## config.mk

```make
export PLATFORM = sky130hd
export DESIGN_NAME = addr_alias_fix
export DESIGN_NICKNAME = d
export VERILOG_FILES = /design/src/rtl/addr_alias_fix_pkg.sv /design/src/rtl/addr_alias_fix_dp.sv /design/src/rtl/addr_alias_fix_ctrl.sv /design/src/rtl/addr_alias_fix.sv
export SDC_FILE = /design/constraint.sdc
export NUM_CORES = 1
export LEC_CHECK = 0
export BUFFER_PORTS_ARGS = -buffer_cell sky130_fd_sc_hd__buf_2
export CORE_ASPECT_RATIO = 0.7
export CORE_MARGIN = 3
export CORE_UTILIZATION = 60
export CTS_BUF_LIST = sky130_fd_sc_hd__clkbuf_4
export CTS_CLUSTER_DIAMETER = 100
export CTS_CLUSTER_SIZE = 24
export DETAILED_ROUTE_END_ITERATION = 8
export PLACE_DENSITY_LB_ADDON = 0.05
export RECOVER_POWER = 50
export SLEW_MARGIN = 20
export SYNTH_ARGS = -nofsm -noshare
export SYNTH_HDL_FRONTEND = slang
export SYNTH_HIERARCHICAL = 1
export SYNTH_SLANG_ARGS = --single-unit
```

## constraint.sdc

```tcl
create_clock -name clk -period 7.4 [get_ports clk]
set_clock_uncertainty 0.15 [all_clocks]
set_input_delay 0.74 -clock clk [delete_from_list [all_inputs] [get_ports clk]]
set_output_delay 0.74 -clock clk [all_outputs]
set_load 0.01 [all_outputs]
```

## src/rtl/addr_alias_fix_pkg.sv

```systemverilog
package addr_alias_fix_pkg;
  localparam int ADDR_W    = 64;
  localparam int PHYS_W    = 48;
  localparam int NODE_W    = 3;
  localparam int DATA_W    = 24;
  localparam int TAG_W     = 24;
  localparam int SEG_LSB   = 24;
  localparam int PAGE_LSB  = 12;
  localparam int LIM_W     = 21;
  localparam int IVL_LSB   = 21;
  localparam int POL_LSB   = 12;
  localparam int NSEL_LSB  = 8;
  localparam int SRC_LSB   = 20;
  localparam logic [TAG_W-1:0] ALIAS_TAG = 24'h00FDF7;

  typedef enum logic [1:0] {
    SEL_POLICY = 2'd0,
    SEL_LIMIT  = 2'd1,
    SEL_BASE   = 2'd2
  } regSel_e;

  typedef struct packed {
    logic captureLog;
    logic setAlias;
    logic loadKnown;
    logic loadPolicy;
    logic loadLimit;
    logic loadBase;
    logic passResult;
    logic loadResult;
  } ctrlStrobe_t;
endpackage

```

## src/rtl/addr_alias_fix_dp.sv

```systemverilog
module addr_alias_fix_dp
  import addr_alias_fix_pkg::*;
(
  input  logic                clk,
  input  logic                rstN,
  input  ctrlStrobe_t         strb,
  input  regSel_e             rdSel,
  input  logic [ADDR_W-1:0]   logAddr,
  input  logic                nodeKnown,
  input  logic [NODE_W-1:0]   knownNode,
  input  logic [DATA_W-1:0]   rdData,
  output logic                isAlias,
  output logic                knownQ,
  output logic [NODE_W-1:0]   intlvField,
  output logic [NODE_W-1:0]   rdNode,
  output logic [ADDR_W-1:0]   fixAddr,
  output logic                aliasHit
);
  localparam int HI_PAD = ADDR_W - PHYS_W;
  localparam int PAGE_W = SEG_LSB - PAGE_LSB;

  logic [ADDR_W-1:0] logQ;
  logic [NODE_W-1:0] knownNodeQ;
  logic [NODE_W-1:0] repNode;
  logic [DATA_W-1:0] limitQ;
  logic [NODE_W-1:0] baseSelQ;

  logic [PHYS_W-1:0] saveBase;
  logic [PHYS_W-1:0] flatOffs;
  logic [PHYS_W-1:0] spreadOffs;
  logic [PHYS_W-1:0] physSum;
  logic [NODE_W-1:0] selMask;
  logic [1:0]        shiftK;
  logic [NODE_W-1:0] srcNode;

  always_ff @(posedge clk or negedge rstN) begin
    if (!rstN) begin
      logQ       <= '0;
      knownQ     <= 1'b0;
      knownNodeQ <= '0;
    end else if (strb.captureLog) begin
      logQ       <= logAddr;
      knownQ     <= nodeKnown;
      knownNodeQ <= knownNode;
    end
  end

  assign isAlias    = (logQ[PHYS_W-1:SEG_LSB] == ALIAS_TAG);
  assign srcNode    = logQ[SRC_LSB +: NODE_W];
  assign intlvField = limitQ[IVL_LSB +: NODE_W];
  assign rdNode     = (rdSel == SEL_POLICY) ? srcNode : repNode;

  always_ff @(posedge clk or negedge rstN) begin
    if (!rstN) begin
      repNode  <= '0;
      limitQ   <= '0;
      baseSelQ <= '0;
    end else begin
      if (strb.loadKnown)  repNode  <= knownNodeQ;
      if (strb.loadPolicy) repNode  <= rdData[POL_LSB +: NODE_W];
      if (strb.loadLimit)  limitQ   <= rdData;
      if (strb.loadBase)   baseSelQ <= rdData[NSEL_LSB +: NODE_W];
    end
  end

  always_comb begin
    case (intlvField)
      3'd1:    shiftK = 2'd1;
      3'd3:    shiftK = 2'd2;
      3'd7:    shiftK = 2'd3;
      default: shiftK = 2'd0;
    endcase
  end

  assign selMask  = NODE_W'((4'b0001 << shiftK) - 4'b0001);
  assign saveBase = {limitQ[LIM_W-1:0], limitQ[IVL_LSB +: NODE_W] ^ {NODE_W{1'b1}},
                     {SEG_LSB{1'b0}}};
  assign flatOffs = PHYS_W'(logQ[SEG_LSB-1:0]);

  always_comb begin
    spreadOffs = PHYS_W'(logQ[SEG_LSB-1:PAGE_LSB]) << (PAGE_LSB + int'(shiftK));
    spreadOffs = spreadOffs | (PHYS_W'(baseSelQ & selMask) << PAGE_LSB);
    spreadOffs = spreadOffs | PHYS_W'(logQ[PAGE_LSB-1:0]);
  end

  assign physSum = saveBase + ((intlvField == '0) ? flatOffs : spreadOffs);

  always_ff @(posedge clk or negedge rstN) begin
    if (!rstN) begin
      fixAddr  <= '0;
      aliasHit <= 1'b0;
    end else begin
      if (strb.captureLog)      aliasHit <= 1'b0;
      else if (strb.setAlias)   aliasHit <= isAlias;
      if (strb.passResult)      fixAddr  <= logQ;
      else if (strb.loadResult) fixAddr  <= {{HI_PAD{1'b0}}, physSum};
    end
  end

  assert_upper_clear_R10: assert property (@(posedge clk) disable iff (!rstN)
    strb.loadResult |=> fixAddr[ADDR_W-1:PHYS_W] == '0);

  assert_no_pass_on_alias_R1: assert property (@(posedge clk) disable iff (!rstN)
    (strb.passResult && !strb.captureLog) |=> !aliasHit);
endmodule

```

## src/rtl/addr_alias_fix_ctrl.sv

```systemverilog
module addr_alias_fix_ctrl
  import addr_alias_fix_pkg::*;
(
  input  logic              clk,
  input  logic              rstN,
  input  logic              start,
  input  logic              isAlias,
  input  logic              knownQ,
  input  logic [NODE_W-1:0] intlvField,
  input  logic              rdValid,
  output ctrlStrobe_t       strb,
  output logic              rdReq,
  output regSel_e           rdSel,
  output logic              fixValid,
  output logic              cfgErr
);
  typedef enum logic [2:0] {
    ST_IDLE, ST_CHECK, ST_RDPOL, ST_RDLIM, ST_EVAL, ST_RDBASE, ST_CALC, ST_DONE
  } state_e;

  state_e state, stateNext;
  logic   errQ, errNext;

  always_ff @(posedge clk or negedge rstN) begin
    if (!rstN) begin
      state <= ST_IDLE;
      errQ  <= 1'b0;
    end else begin
      state <= stateNext;
      errQ  <= errNext;
    end
  end

  always_comb begin
    stateNext = state;
    errNext   = 1'b0;
    strb      = '0;
    rdReq     = 1'b0;
    rdSel     = SEL_LIMIT;
    case (state)
      ST_IDLE: if (start) begin
        strb.captureLog = 1'b1;
        stateNext       = ST_CHECK;
      end
      ST_CHECK: begin
        strb.setAlias = 1'b1;
        if (!isAlias) begin
          strb.passResult = 1'b1;
          stateNext       = ST_DONE;
        end else if (knownQ) begin
          strb.loadKnown = 1'b1;
          stateNext      = ST_RDLIM;
        end else begin
          stateNext = ST_RDPOL;
        end
      end
      ST_RDPOL: begin
        rdReq = 1'b1;
        rdSel = SEL_POLICY;
        if (rdValid) begin
          strb.loadPolicy = 1'b1;
          stateNext       = ST_RDLIM;
        end
      end
      ST_RDLIM: begin
        rdReq = 1'b1;
        rdSel = SEL_LIMIT;
        if (rdValid) begin
          strb.loadLimit = 1'b1;
          stateNext      = ST_EVAL;
        end
      end
      ST_EVAL: begin
        case (intlvField)
          3'd0:              stateNext = ST_CALC;
          3'd1, 3'd3, 3'd7:  stateNext = ST_RDBASE;
          default: begin
            errNext   = 1'b1;
            stateNext = ST_IDLE;
          end
        endcase
      end
      ST_RDBASE: begin
        rdReq = 1'b1;
        rdSel = SEL_BASE;
        if (rdValid) begin
          strb.loadBase = 1'b1;
          stateNext     = ST_CALC;
        end
      end
      ST_CALC: begin
        strb.loadResult = 1'b1;
        stateNext       = ST_DONE;
      end
      ST_DONE: stateNext = ST_IDLE;
      default: stateNext = ST_IDLE;
    endcase
  end

  assign fixValid = (state == ST_DONE);
  assign cfgErr   = errQ;

  assert_req_held_R9: assert property (@(posedge clk) disable iff (!rstN)
    (rdReq && !rdValid) |=> (rdReq && $stable(rdSel)));

  assert_valid_pulse_R10: assert property (@(posedge clk) disable iff (!rstN)
    fixValid |=> !fixValid);

  assert_err_pulse_R8: assert property (@(posedge clk) disable iff (!rstN)
    cfgErr |=> !cfgErr);

  assert_err_excl_R8: assert property (@(posedge clk) disable iff (!rstN)
    !(cfgErr && fixValid));
endmodule

```

## src/rtl/addr_alias_fix.sv

```systemverilog
module addr_alias_fix
  import addr_alias_fix_pkg::*;
(
  input  logic              clk,
  input  logic              rstN,
  input  logic              start,
  input  logic [63:0]       logAddr,
  input  logic              nodeKnown,
  input  logic [2:0]        knownNode,
  output logic              rdReq,
  output logic [2:0]        rdNode,
  output logic [1:0]        rdSel,
  input  logic [23:0]       rdData,
  input  logic              rdValid,
  output logic [63:0]       fixAddr,
  output logic              fixValid,
  output logic              aliasHit,
  output logic              cfgErr
);
  ctrlStrobe_t       strb;
  regSel_e           selInt;
  logic              isAlias;
  logic              knownQ;
  logic [NODE_W-1:0] intlvField;

  addr_alias_fix_ctrl u_ctrl (
    .clk        (clk),
    .rstN       (rstN),
    .start      (start),
    .isAlias    (isAlias),
    .knownQ     (knownQ),
    .intlvField (intlvField),
    .rdValid    (rdValid),
    .strb       (strb),
    .rdReq      (rdReq),
    .rdSel      (selInt),
    .fixValid   (fixValid),
    .cfgErr     (cfgErr)
  );

  addr_alias_fix_dp u_dp (
    .clk        (clk),
    .rstN       (rstN),
    .strb       (strb),
    .rdSel      (selInt),
    .logAddr    (logAddr),
    .nodeKnown  (nodeKnown),
    .knownNode  (knownNode),
    .rdData     (rdData),
    .isAlias    (isAlias),
    .knownQ     (knownQ),
    .intlvField (intlvField),
    .rdNode     (rdNode),
    .fixAddr    (fixAddr),
    .aliasHit   (aliasHit)
  );

  assign rdSel = selInt;

  assert_reads_only_alias_R1: assert property (@(posedge clk) disable iff (!rstN)
    rdReq |-> aliasHit);

  assert_node_held_R9: assert property (@(posedge clk) disable iff (!rstN)
    (rdReq && !rdValid) |=> $stable(rdNode));
endmodule

```

==> flow_summary.yaml <==
outcome:
  status: "complete, but fails checks"
  failed_checks: "capacitance limit, slew limit"
pwr:
  p_sw_share_pct: 40.2
  power_density_nw_per_um2: 447
  fin_total_pwr_mw: 3.89
  power.internal_mw: 2.32
  combinationalPowerShare_pct: 40.6
  p_clk_share_pct: 13.8
  power.switching_mw: 1.56
  seq_power_share_pct: 45.6
  vdd_drop_max_uv: 242
  leakage_nw: 3.89
setup_path:
  rr_worst_depth: 11
  critPathTopFamily: "buffers and inverters"
  cp_num_buf_inv: 2
  critPathKind: "primary input to async pin"
  end_kind: "async pin"
  worstPathArrival_ns: 4.07
  r2r_end: "u_dp/fixAddr[41]$_DFFE_PN0P_"
  path_max_fanout: 98
  reg2reg_from: "u_dp/limitQ[23]$_DFFE_PN0P_"
  crit_start: "rstN"
  rrSetupSlack_ns: 3.64
  max_stage_delay_ns: 2.60
  cp-start-kind: "primary input"
  cp_cell_sequence: "buf_6 -> clkbuf_1"
  cp.required_ns: 7.08
  cp_slowest_cell: "clkbuf_1"
yosys:
  async_flop_share_pct: 100
  synth_most_common_cell: "dfrtp_1"
  synth_edf_count: 0
  syn-cell-area_um2: 7580
  synth_top_cell_area_share_pct: 55.1
  seq_area_frac_synth_pct: 55.1
  synth_nets: 738
  synthTopCellsByCount: "dfrtp_1 (167), mux2_2 (96), nand2_1 (72)"
  ys.warnings.count: 6
  ys_types: 59
  ys_ff_latch: 167
  synthFlopType: "dfrtp_1"
  synth_area_leaders: "dfrtp_1 (55%), mux2_2 (14%), nand2_1 (3.6%)"
  syn_inst: 638
  synth_area_per_cell_um2: 11.9
  yosysTopAreaCell: "dfrtp_1"
die:
  initial_core_util_pct: 63.1
  io_pins: 169
  std_cell_rows: 33
  die_width_um: 140
  die-area_um2: 14000
  core_area_um2: 12000
  die_h_um: 100
grt:
  antenna_found_initial: 0
  grt_max_degree: 99
  grt_use_total_pct: 26.4
  grt_pass1_wl_um: 29600
  overflow: 0
  grt_pass1_vias: 5717
placement:
  dp.cells: 928
  postPlaceCellArea_um2: 8510
  globalplace.congestion: 0.852
  dp_hpwl_um: 12800
  port-buffer-count: 168
drt:
  met2_length_um: 8210
  drt_first_pass_iters: 5
  postRouteAntennaNets: 0
  wl_met1_um: 7800
  viasPerCell: 5.83
  met3_length_um: 1440
  drc_errors: 0
  drt-total-wl_um: 17700
  wire_per_inst_um: 18.4
  drtIter0Drc: 397
  highest_layer: "met4"
  via_count: 5595
timing:
  timing.fmax_mhz: 228
  period_needed_ns: 4.39
  finalMaxSlewViolations: 71
  rsz0062_at_grt: "no"
  finalSetupViolations: 0
  fin_crit_sh_pct: 59.4
  hold_viol_final: 0
  tns_ns: 0
  slew_headroom_pct: -141
  worst_pin_slew_ns: 3.61
cells_and_area:
  finalInstanceArea_um2: 8700
  syn_to_final_growth_pct: 14.7
  post-route-util_pct: 72.4
  layout.nets: 890
  stdcell_count: 960
  fillers: 920
  num_antenna_cells: 0
  final_layout_size_suffix_gt1_share_pct: 31.8
clocking:
  cts_setup_buffers: 0
  cts-root-buf: "clkbuf_4"
  clock_sinks: 167
  cts_tree: "done"
  cts_max_level: 4
  insertion_delay_ns: 0.53
  cts_buffers: 17
  clk_pin_slew_ns: 0.14
  postCtsHoldBufs: 0
  clk_path_buf_depth: 2
  cts_resized: 0
job:
  maxCapViolCount: 1
worst_hold_path:
  hp-class: "primary input to async pin"
[registers in the layout (all words and copies together), names as in the netlist]
name,count
u_ctrl/cfgErr,1
u_dp/baseSelQ,3
u_dp/fixAddr,64
u_dp/knownQ,1
u_dp/logQ,64
u_dp/repNode,3
u_dp/knownNodeQ,3
u_ctrl/state,3
u_dp/limitQ,24
u_dp/aliasHit,1
[per-stage QoR]
| step | setup slack [ns] | hold slack, ns |
|---|---|---|
| after floorplan | 4.45 | 0.292 |
| after global placement | 3.84 | 0.297 |
| after detailed placement | 3.70 | 0.301 |
| after CTS | 3.70 | 0.135 |
| after global routing | 2.10 | 0.136 |
| final | 3.01 | 0.121 |
[power by group through the flow]
stage          combinational (mW)  clock [mW]  sequential [mW]
6_report                     1.58       0.537             1.77
5_1_grt                      1.75       0.595             1.84
4_1_cts                      1.63       0.553             1.76
3_5_place_dp                 1.62           0             1.78
3_3_place_gp                 1.55           0             1.75
2_1_floorplan                1.14           0             1.71
[worst max-delay path by stage]
stage / cells after the start / endpoint
after floorplan: 10 / u_dp/fixAddr[13]$_DFFE_PN0P_
after global placement: 9 / u_dp/fixAddr[23]$_DFFE_PN0P_
after detailed placement: 11 / u_dp/fixAddr[41]$_DFFE_PN0P_
after CTS: 9 / u_dp/fixAddr[23]$_DFFE_PN0P_
after global routing: 2 / u_dp/fixAddr[36]$_DFFE_PN0P_
final: 2 / u_dp/limitQ[9]$_DFFE_PN0P_
[logic make-up after synthesis]
group / share of synthesized area, %
AO/OA/AOI/OAI: 9.39
flip-flops: 55.1
adder cells (fa/ha/maj): 0.759
XOR/XNOR: 2.31
AND/OR/NAND/NOR: 10.7
buffers and inverters: 2.90
multiplexers: 18.8
[cell type report]
| class | count | area, µm² | area share [%] |
|---|---|---|---|
| clock buffers | 20 | 150 | 1.73 |
| repair buffers | 175 | 806 | 9.26 |
| multi-input cells | 420 | 3190 | 36.7 |
| inverters | 9 | 33.8 | 0.388 |
| clock inverters | 12 | 144 | 1.65 |
| flip-flops and latches | 167 | 4180 | 48.0 |
| well taps | 157 | 196 | 2.26 |
[layout by cell type (no fill, tap or decap), types with 3 or more instances in the layout]
cell        instances
and2_1              3
inv_1               9
inv_6               3
nand3_1             8
a21oi_1            21
nand2_1            72
o21ai_0            36
dfrtp_1           167
mux2_2             96
buf_4               4
nor2_1             26
nor2_2              3
mux2i_1            19
nand2b_1            4
a22oi_1            16
buf_2             101
a22o_1             16
clkinvlp_4          5
clkbuf_1           69
mux4_2              7
clkbuf_4           20
ha_1                3
xor2_1              8
and3_1              8
or2_2               3
nand4b_1            3
nor3_1              5
nor2b_1             4
nand4_1            10
xnor2_1            12
[metal layers]
metal / vias up / GRT usage, %
met2: 225 / 41.5
met3: 20 / 6.71
li1: 2574 / -
met4: 0 / 7.22
met5: - / 0
met1: 2776 / 37.1
Note: power is estimated with default switching activity, not from simulation.
